`config.mk`:
```
export PLATFORM = sky130hd
export DESIGN_NAME = link_pwr_ctrl
export DESIGN_NICKNAME = d
export VERILOG_FILES = /design/src/rtl/lpc_pkg.sv /design/src/rtl/lpc_util_meter.sv /design/src/rtl/lpc_idle_timer.sv /design/src/rtl/lpc_wake_timer.sv /design/src/rtl/lpc_lane_map.sv /design/src/rtl/link_pwr_ctrl.sv
export SDC_FILE = /design/constraint.sdc
export NUM_CORES = 1
export LEC_CHECK = 0
export BUFFER_PORTS_ARGS = -buffer_cell sky130_fd_sc_hd__buf_2
export CORE_MARGIN = 2
export CORE_UTILIZATION = 55
export DETAILED_ROUTE_END_ITERATION = 16
export GPL_ROUTABILITY_DRIVEN = 0
export GPL_TIMING_DRIVEN = 0
export PLACE_DENSITY = 0.82
export SLEW_MARGIN = 15
export SYNTH_ARGS = -nofsm -noshare
export SYNTH_HDL_FRONTEND = slang
export SYNTH_HIERARCHICAL = 1
export SYNTH_SLANG_ARGS = --single-unit
```
`constraint.sdc`:
```
create_clock -name clk_i -period 15.1 [get_ports clk_i]
set_clock_uncertainty 0.1 [all_clocks]
set_input_delay 0 -clock clk_i [delete_from_list [all_inputs] [get_ports clk_i]]
set_output_delay 0 -clock clk_i [all_outputs]
set_load 0.02 [all_outputs]
```
`src/rtl/lpc_pkg.sv`:
```
package lpc_pkg;
  typedef enum logic [1:0] {
    LS_FULL = 2'd0,
    LS_HALF = 2'd1,
    LS_STBY = 2'd2,
    LS_OFF  = 2'd3
  } lstate_e;
endpackage

```
`src/rtl/lpc_util_meter.sv`:
```
module lpc_util_meter #(
  parameter int WIN = 256,
  localparam int IW = $clog2(WIN),
  localparam int BW = $clog2(WIN + 1)
) (
  input  logic          clk_i,
  input  logic          rst_ni,
  input  logic          restart_i,
  input  logic          valid_i,
  output logic          win_end_o,
  output logic [BW-1:0] busy_sum_o
);
  logic [IW-1:0] win_q;
  logic [BW-1:0] busy_q;

  assign win_end_o  = (win_q == IW'(WIN - 1));
  assign busy_sum_o = busy_q + BW'(valid_i);

  always_ff @(posedge clk_i or negedge rst_ni) begin
    if (!rst_ni) begin
      win_q  <= '0;
      busy_q <= '0;
    end else if (restart_i || win_end_o) begin
      win_q  <= '0;
      busy_q <= '0;
    end else begin
      win_q  <= win_q + 1'b1;
      busy_q <= busy_sum_o;
    end
  end
endmodule

```
`src/rtl/lpc_idle_timer.sv`:
```
module lpc_idle_timer #(
  parameter int CW = 16
) (
  input  logic          clk_i,
  input  logic          rst_ni,
  input  logic          clr_i,
  input  logic          act_i,
  output logic [CW-1:0] nxt_o
);
  logic [CW-1:0] cnt_q;

  // saturating increment
  assign nxt_o = (&cnt_q) ? cnt_q : cnt_q + 1'b1;

  always_ff @(posedge clk_i or negedge rst_ni) begin
    if (!rst_ni)              cnt_q <= '0;
    else if (clr_i || act_i)  cnt_q <= '0;
    else                      cnt_q <= nxt_o;
  end
endmodule

```
`src/rtl/lpc_wake_timer.sv`:
```
module lpc_wake_timer #(
  parameter int CW = 16
) (
  input  logic          clk_i,
  input  logic          rst_ni,
  input  logic          load_i,
  input  logic [CW-1:0] lat_i,
  output logic          busy_o,
  output logic          expire_o
);
  logic [CW-1:0] cnt_q;
  logic          busy_q;

  assign busy_o   = busy_q;
  assign expire_o = busy_q && (cnt_q == '0);

  always_ff @(posedge clk_i or negedge rst_ni) begin
    if (!rst_ni) begin
      busy_q <= 1'b0;
      cnt_q  <= '0;
    end else if (load_i) begin
      busy_q <= 1'b1;
      cnt_q  <= lat_i;
    end else if (expire_o) begin
      busy_q <= 1'b0;
    end else if (busy_q) begin
      cnt_q  <= cnt_q - 1'b1;
    end
  end
endmodule

```
`src/rtl/lpc_lane_map.sv`:
```
module lpc_lane_map
  import lpc_pkg::*;
#(
  parameter int LANES = 20,
  localparam int HALF = LANES / 2
) (
  input  lstate_e          state_i,
  output logic [LANES-1:0] lane_en_o,
  output logic             clk_en_o
);
  logic full_w, half_w;
  assign full_w   = (state_i == LS_FULL);
  assign half_w   = (state_i == LS_HALF);
  assign clk_en_o = (state_i != LS_OFF);

  for (genvar g = 0; g < LANES; g++) begin : g_lane
    if (g < HALF) begin : g_low
      assign lane_en_o[g] = full_w || half_w;
    end else begin : g_high
      assign lane_en_o[g] = full_w;
    end
  end
endmodule

```
`src/rtl/link_pwr_ctrl.sv`:
```
module link_pwr_ctrl
  import lpc_pkg::*;
#(
  parameter int LANES    = 20,
  parameter int WIN      = 256,
  parameter int CW       = 16,
  parameter int DOWN_PCT = 40,
  parameter int UP_MIN   = 80,
  parameter int UP_MAX   = 90,
  localparam int BW      = $clog2(WIN + 1)
) (
  input  logic             clk_i,
  input  logic             rst_ni,
  input  logic             pm_en_i,
  input  logic             tx_valid_i,
  input  logic             traffic_pend_i,
  input  logic             deep_ok_i,
  input  logic [6:0]       up_pct_i,
  input  logic [CW-1:0]    idle_stby_i,
  input  logic [CW-1:0]    idle_off_i,
  input  logic [CW-1:0]    wake_stby_i,
  input  logic [CW-1:0]    wake_off_i,
  output logic [1:0]       state_o,
  output logic [LANES-1:0] lane_en_o,
  output logic             clk_lane_en_o,
  output logic             tx_ready_o
);
  localparam logic [31:0] DOWN_LIM = 32'(DOWN_PCT * WIN);

  lstate_e       state_q, state_d;
  logic          act, wake_req, restart;
  logic          win_end;
  logic [BW-1:0] busy_sum;
  logic [CW-1:0] idle_nxt;
  logic          wake_load, wake_busy, wake_exp;
  logic [CW-1:0] wake_lat;
  logic [6:0]    up_eff;
  logic [31:0]   busy_pct, up_lim;

  assign act      = tx_valid_i || traffic_pend_i;
  assign wake_req = act || !pm_en_i;

  always_comb begin
    if (up_pct_i < 7'(UP_MIN))      up_eff = 7'(UP_MIN);
    else if (up_pct_i > 7'(UP_MAX)) up_eff = 7'(UP_MAX);
    else                            up_eff = up_pct_i;
  end

  assign busy_pct = 32'(busy_sum) * 32'd100;
  assign up_lim   = 32'(up_eff) * 32'(WIN);

  always_comb begin
    state_d   = state_q;
    wake_load = 1'b0;
    wake_lat  = wake_stby_i;
    unique case (state_q)
      LS_FULL, LS_HALF: begin
        if (!pm_en_i) begin
          state_d = LS_FULL;
        end else if (!act && idle_nxt >= idle_stby_i) begin
          state_d = LS_STBY;
        end else if (win_end) begin
          if (state_q == LS_FULL && busy_pct <= DOWN_LIM)    state_d = LS_HALF;
          else if (state_q == LS_HALF && busy_pct >= up_lim) state_d = LS_FULL;
        end
      end
      LS_STBY: begin
        if (wake_busy) begin
          if (wake_exp) state_d = LS_FULL;
        end else if (wake_req) begin
          wake_load = 1'b1;
        end else if (deep_ok_i && idle_nxt >= idle_off_i) begin
          state_d = LS_OFF;
        end
      end
      LS_OFF: begin
        wake_lat = wake_off_i;
        if (wake_busy) begin
          if (wake_exp) state_d = LS_FULL;
        end else if (wake_req) begin
          wake_load = 1'b1;
        end
      end
      default: state_d = LS_FULL;
    endcase
  end

  assign restart = (state_d != state_q) || (state_q == LS_STBY) ||
                   (state_q == LS_OFF) || !pm_en_i;

  always_ff @(posedge clk_i or negedge rst_ni) begin
    if (!rst_ni) state_q <= LS_FULL;
    else         state_q <= state_d;
  end

  lpc_util_meter #(.WIN(WIN)) u_meter (
    .clk_i      (clk_i),
    .rst_ni     (rst_ni),
    .restart_i  (restart),
    .valid_i    (tx_valid_i),
    .win_end_o  (win_end),
    .busy_sum_o (busy_sum)
  );

  lpc_idle_timer #(.CW(CW)) u_idle (
    .clk_i  (clk_i),
    .rst_ni (rst_ni),
    .clr_i  (!pm_en_i || wake_exp),
    .act_i  (act),
    .nxt_o  (idle_nxt)
  );

  lpc_wake_timer #(.CW(CW)) u_wake (
    .clk_i    (clk_i),
    .rst_ni   (rst_ni),
    .load_i   (wake_load),
    .lat_i    (wake_lat),
    .busy_o   (wake_busy),
    .expire_o (wake_exp)
  );

  lpc_lane_map #(.LANES(LANES)) u_map (
    .state_i   (state_q),
    .lane_en_o (lane_en_o),
    .clk_en_o  (clk_lane_en_o)
  );

  assign state_o    = state_q;
  assign tx_ready_o = (state_q == LS_FULL) || (state_q == LS_HALF);
endmodule

```
# [Word-level counts from Yosys, hierarchy flattened]
# Index checks and enable logic that the tools add are counted.
[totals] ff_bits=52 out_inout_bits=24 wordCells=74
[classes] n_addsub=4 n_mul=1 n_lt_le_gt_ge=6 eq_ne=7 muxes=26 n_reduce_logical=24
[op_table] cell="$mux W16" n=6
[op_table] cell="$ge A16 B16 Y1" n=2
[op_table] cell="$mux W2" n=10
[op_table] cell="$add A16 B1 Y16 const B" n=1
[op_table] cell="$ge A16 B15 Y1" n=1
[op_table] cell="$le A16 B14 Y1 const B" n=1
[op_table] cell="$logic_not A16 Y1" n=1
[op_table] cell="$reduce_and A16 Y1" n=1
[op_table] cell="$sub A16 B1 Y16 const B" n=1
[op_table] cell="$mul A9 B5 Y14 const B" n=1
[op_table] cell="$mux W7" n=2
[op_table] cell="$add A9 B1 Y9" n=1
[op_table] cell="$logic_or A1 B1 Y1" n=9
[op_table] cell="$mux W9" n=1
[op_table] cell="$add A8 B1 Y8 const B" n=1
[op_table] cell="$eq A8 B8 Y1 const B" n=1
[op_table] cell="$mux W8" n=1
[op_table] cell="$gt A7 B7 Y1 const B" n=1
[op_table] cell="$lt A7 B7 Y1 const B" n=1
[op_table] cell="$pmux W2 S3" n=1
[op_table] cell="$logic_and A1 B1 Y1" n=5
[op_table] cell="$mux W1" n=5
[op_table] cell="$eq A2 B2 Y1 const B" n=2
[op_table] cell="$reduce_bool A2 Y1" n=2
[op_table] cell="other kinds (8)" n=10

# [Logic depth before layout (Yosys ltp)]
[logic_depth] depth_word=17 depth_mapped=23 depth_no_buf=22

# [Cells and area by module]
# Netlist, hierarchy kept.
[modules_own_cells] module="link_pwr_ctrl" n_inst=1 cells_each=265 area_each_um2=2163.3
[modules_own_cells] module="lpc_wake_timer" n_inst=1 cells_each=140 area_each_um2=1255.0
[modules_own_cells] module="lpc_idle_timer" n_inst=1 cells_each=106 area_each_um2=1008.5
[modules_own_cells] module="lpc_util_meter" n_inst=1 cells_each=87 area_each_um2=823.3
[modules_own_cells] module="lpc_lane_map" n_inst=1 cells_each=22 area_each_um2=153.9

# [Worst setup path before layout]
# Ideal clock, no wire load.
[synth_path] kind="reg-to-reg" startpoint="reg u_meter.busy_q[0]" endpoint="reg u_meter.busy_q[5]" setup_time_ns=0.077 arrival_ns=4.869 required_ns=14.923 slack_ns=10.053 stages_incl_launch_ff=23 path_cell_list="dfrtp_1 > ha_1 > ha_1 > nand3_1 > xnor2_1 > ha_1 > ha_1 > inv_1 > fa_1 > inv_1 > ha_1 > a21oi_1 > and3_1 > xnor2_1 > ha_1 > a2111oi_0 > a21oi_1 > a211o_1 > o211ai_1 > nand3_1 > o21bai_1 > buf_2 > a21oi_1"
[synth_via] elab_chain_len=16
[synth_rtl] item="from (decl)" line_no="lpc_util_meter.sv:14" rtl="logic [BW-1:0] busy_q;"
[synth_rtl] item="from (signal assigned)" line_no="lpc_util_meter.sv:28" rtl="busy_q <= busy_sum_o;"
[synth_rtl] item="$add A9 B1 Y9 *" line_no="lpc_util_meter.sv:17" rtl="assign busy_sum_o = busy_q + BW'(valid_i);"
[synth_rtl] item="net busy_sum[4]" line_no="link_pwr_ctrl.sv:33" rtl="logic [BW-1:0] busy_sum;"
[synth_rtl] item="$mul A9 B5 Y14 *" line_no="link_pwr_ctrl.sv:49" rtl="assign busy_pct = 32'(busy_sum) * 32'd100;"
[synth_rtl] item="$ge A16 B15 Y1" line_no="link_pwr_ctrl.sv:64" rtl="else if (state_q == LS_HALF && busy_pct >= up_lim) state_d = LS_FULL;"
[synth_rtl] item="$logic_and A1 B1 Y1" line_no="link_pwr_ctrl.sv:64"
[synth_rtl] item="$mux W2" line_no="link_pwr_ctrl.sv:64"
[synth_rtl] item="$mux W2 *" line_no="link_pwr_ctrl.sv:63" rtl="if (state_q == LS_FULL && busy_pct <= DOWN_LIM) state_d = LS_HALF;"
[synth_rtl] item="$mux W2 *" line_no="link_pwr_ctrl.sv:62" rtl="end else if (win_end) begin"
[synth_rtl] item="$mux W2 *" line_no="link_pwr_ctrl.sv:60" rtl="end else if (!act && idle_nxt >= idle_stby_i) begin"
[synth_rtl] item="$mux W2 *" line_no="link_pwr_ctrl.sv:58" rtl="if (!pm_en_i) begin"
[synth_rtl] item="$pmux W2 S3 *" line_no="link_pwr_ctrl.sv:56" rtl="unique case (state_q)"
[synth_rtl] item="$ne A2 B2 Y1 *" line_no="link_pwr_ctrl.sv:88" rtl="assign restart = (state_d != state_q) || (state_q == LS_STBY) ||"
[synth_rtl] item="$logic_or A1 B1 Y1 * (2 in a row)" line_no="link_pwr_ctrl.sv:88"
[synth_rtl] item="$logic_or A1 B1 Y1 *" line_no="link_pwr_ctrl.sv:89" rtl="(state_q == LS_OFF) || !pm_en_i;"
[synth_rtl] item="net restart" line_no="link_pwr_ctrl.sv:31" rtl="logic act, wake_req, restart;"
[synth_rtl] item="$logic_or A1 B1 Y1 *" line_no="lpc_util_meter.sv:23" rtl="end else if (restart_i || win_end_o) begin"
[synth_rtl] item="$mux W9 *" line_no="lpc_util_meter.sv:23"
# The timed path passes the listed nets; every way through them passes the cells marked *.
# A chain may end at the register's enable or synchronous reset.

# [Final worst setup path]
[layout_path] startpoint="reg u_meter.busy_q[0]" endpoint="reg u_meter.busy_q[4]"
# Same word-level chain as after synthesis.

==> metrics.cfg <==
[outcome]
status = finished, final reports clean

[floorplanning]
io_pins = 101
die-area_um2 = 10600
core_area_um2 = 9640
std_cell_rows = 36
start_util_pct = 56.1
die_w_um = 103
die_h_um = 103

[route]
drc = 0
drtIter0Drc = 226
vias = 5102
avgRoutedWirePerCell_um = 14.7
drtAntennaViolNets = 0
wl_mm = 13.1
viasPerCell = 5.71
drt_pass1_iterations = 5

[worst_setup_path]
worstPathRequired_ns = 15.23
critPathKind = flip-flop to flip-flop
crit_path_end_kind = flip-flop
arrival_ns = 6.01
startpoint_type = flip-flop
path_max_fanout = 10
rrSetupSlack_ns = 9.22

[synthesis]
synthFlopType = dfrtp_1
synth_cell_types = 71
synthMuxAreaShare_pct = 5.33
synth_compound_area_share_pct = 16.7
synth_xor_area_share_pct = 3.24
synthCells = 620
yosysWarnings = 6
yosysSeqAreaShare_pct = 24.1
ys_ff_latch = 52
synth_edf_count = 0
syn-mean-instance-area_um2 = 8.72
synth_top_family_by_area = simple AND/OR/NAND/NOR gates
yosys.area.top_type = dfrtp_1
syn-cell-area_um2 = 5400
async_flop_share_pct = 100
yosys-top-cells-area = dfrtp_1 (24%), ha_1 (18%), mux2_2 (3.8%), inv_1 (3.6%), nand2_1 (3.5%)
synth_fa_ha_area_share_pct = 19.3
synth_top_area_share_pct = 24.1
yosys.area_share.simple_pct = 23.3

[final_layout]
n_antenna_cell = 0
layout_commonest_cell = buf_2
final_cell_mix = buf_2 (103), ha_1 (77), inv_1 (52), dfrtp_1 (52), nand2_1 (50)
nets = 917
drive_above_1_share_pct = 23.4
syn_to_final_growth_pct = 20.5

[global_route]
track_usage_pct = 25.1
antenna_found_initial = 0
grt_pass1_vias = 5101
grt_pass1_wl_mm = 21.7
grt_max_degree = 53
overflow = 0

[sta]
fmax_ghz = 0.170
finalHoldViolCount = 0
relSlewSlack_pct = 49.3
setup_viol_count_final = 0
holdWs_ns = 0.0459
setup_tns_ns = 0
min_period_ns = 5.88
grt_setup_unrepaired = no
worstMarginPinSlew_ns = 0.756
finalWorstSetupSlack_ns = 9.22
finalMaxSlewViolations = 0
post-route-period-util_pct = 38.9

[clock_tree]
clockBufferDepth = 2
clock-root-buffer = clkbuf_8
postCtsSetupRepairBufs = 0
clk_latency_ns = 0.31
path_clk_slew_ns = 0.10
cts_tree = built
cts_sinks = 52
numCtsBuffers = 5
htree_levels = 2

[placement]
place_ws_ns = 9.26
port_buffers = 100
dp_hpwl_mm = 10.1

[worst_hold_path]
hp-class = input port to flip-flop

[power]
ir_drop_v = 0.0000729
leakagePower_uw = 0.00345
power_density_nw_per_um2 = 71.4

[run]
cap_violations = 0

## power breakdown
part	internal [µW]	leakage, µW	switching (µW)
logic	83.3	0.00270	81.4
registers	161	0.000677	33.6
clock network	58.5	0.0000645	46.7
total	303	0.00345	162
## per-layer routing
metal | wire length [µm] | up-vias | global-route usage, % | share of wire [%]
li1 | - | 2498 | - | -
met1 | 5180 | 2408 | 29.4 | 39
met2 | 7090 | 162 | 46.9 | 54
met3 | 558 | 34 | 3.12 | 4.2
met4 | 298 | 0 | 8.70 | 2.3
met5 | 0 | - | 0 | 0
## repair_timing
item | CTS | global route
hold buffers | 31 | 0
hold endpoints to repair | 67 | 0
resized for setup | 0 | 0
## synthesized netlist by cell type (all sizes together) (17+ instances only)
| cell | instances |
|---|---|
| nand2 | 50 |
| nand3 | 28 |
| nand2b | 17 |
| nor2 | 36 |
| mux2 | 19 |
| buf | 28 |
| ha | 77 |
| nand4 | 18 |
| dfrtp | 52 |
| inv | 52 |
| o21ai | 23 |
| a21oi | 37 |
## worst paths after layout
check                                       startpoint                            to  depth (start not counted)
max                        u_meter/busy_q[0]$_DFF_PN0_   u_meter/busy_q[4]$_DFF_PN0_                         22
min                                     wake_off_i[15]  u_wake/cnt_q[15]$_DFFE_PN0P_                          4
max reg2reg                u_meter/busy_q[0]$_DFF_PN0_   u_meter/busy_q[4]$_DFF_PN0_                         22
min reg2reg                 u_meter/win_q[0]$_DFF_PN0_    u_meter/win_q[0]$_DFF_PN0_                          1
max in group asynchronous                       rst_ni   u_meter/busy_q[0]$_DFF_PN0_                          2
min in group asynchronous                       rst_ni    u_idle/cnt_q[13]$_DFF_PN0_                          2
## flip-flops by register name, indices dropped and copies added (netlist names)
| register | flops |
|---|---|
| u_meter/busy_q | 9 |
| u_wake/cnt_q | 16 |
| u_idle/cnt_q | 16 |
| state_o | 2 |
| u_meter/win_q | 8 |
| u_wake/busy_o | 1 |
## stage by stage
stage	cells	area [µm²]	power [µW]	util, %
after global placement	854	6070	340	63.0
after global routing	893	6510	495	67.6
after detailed placement	854	6070	348	63.0
after floorplan	621	5410	305	-
final	893	6510	465	67.6
after CTS	893	6510	463	67.5
## final cells by class
cell class              instances  area (µm²)
plain buffers                  35         234
clock buffers                   7        96.3
clock inverters                 1        30.0
fillers                       761        3130
inverters                      52         195
multi-input cells             482        3680
flip-flops and latches         52        1300
well taps                     133         166
repair buffers                131         813
## kinds of logic after synthesis
kind of cell             after synthesis
XOR/XNOR                              20
AND/OR/NAND/NOR                      221
multiplexers                          26
other                                  2
AO/OA/AOI/OAI                        131
flip-flops                            52
buffers and inverters                 87
adder cells (fa/ha/maj)               81
## critical path, cell delays in order (launching register included)
cell       delay (ns)
dfrtp_1          0.33
ha_1             0.21
ha_1             0.26
nand3_1          0.11
xnor2_1          0.40
ha_1             0.32
ha_1             0.28
inv_1            0.05
fa_1             0.50
inv_1            0.04
ha_1             0.37
a21oi_1          0.21
and3_1           0.23
xnor2_1          0.16
ha_1             0.28
a2111oi_0        0.47
a21oi_1          0.12
a211o_1          0.31
o211ai_1         0.18
nand3_1          0.24
o21bai_1         0.30
buf_2            0.21
nor2b_1          0.13
Power figures use the tool's default switching activity.
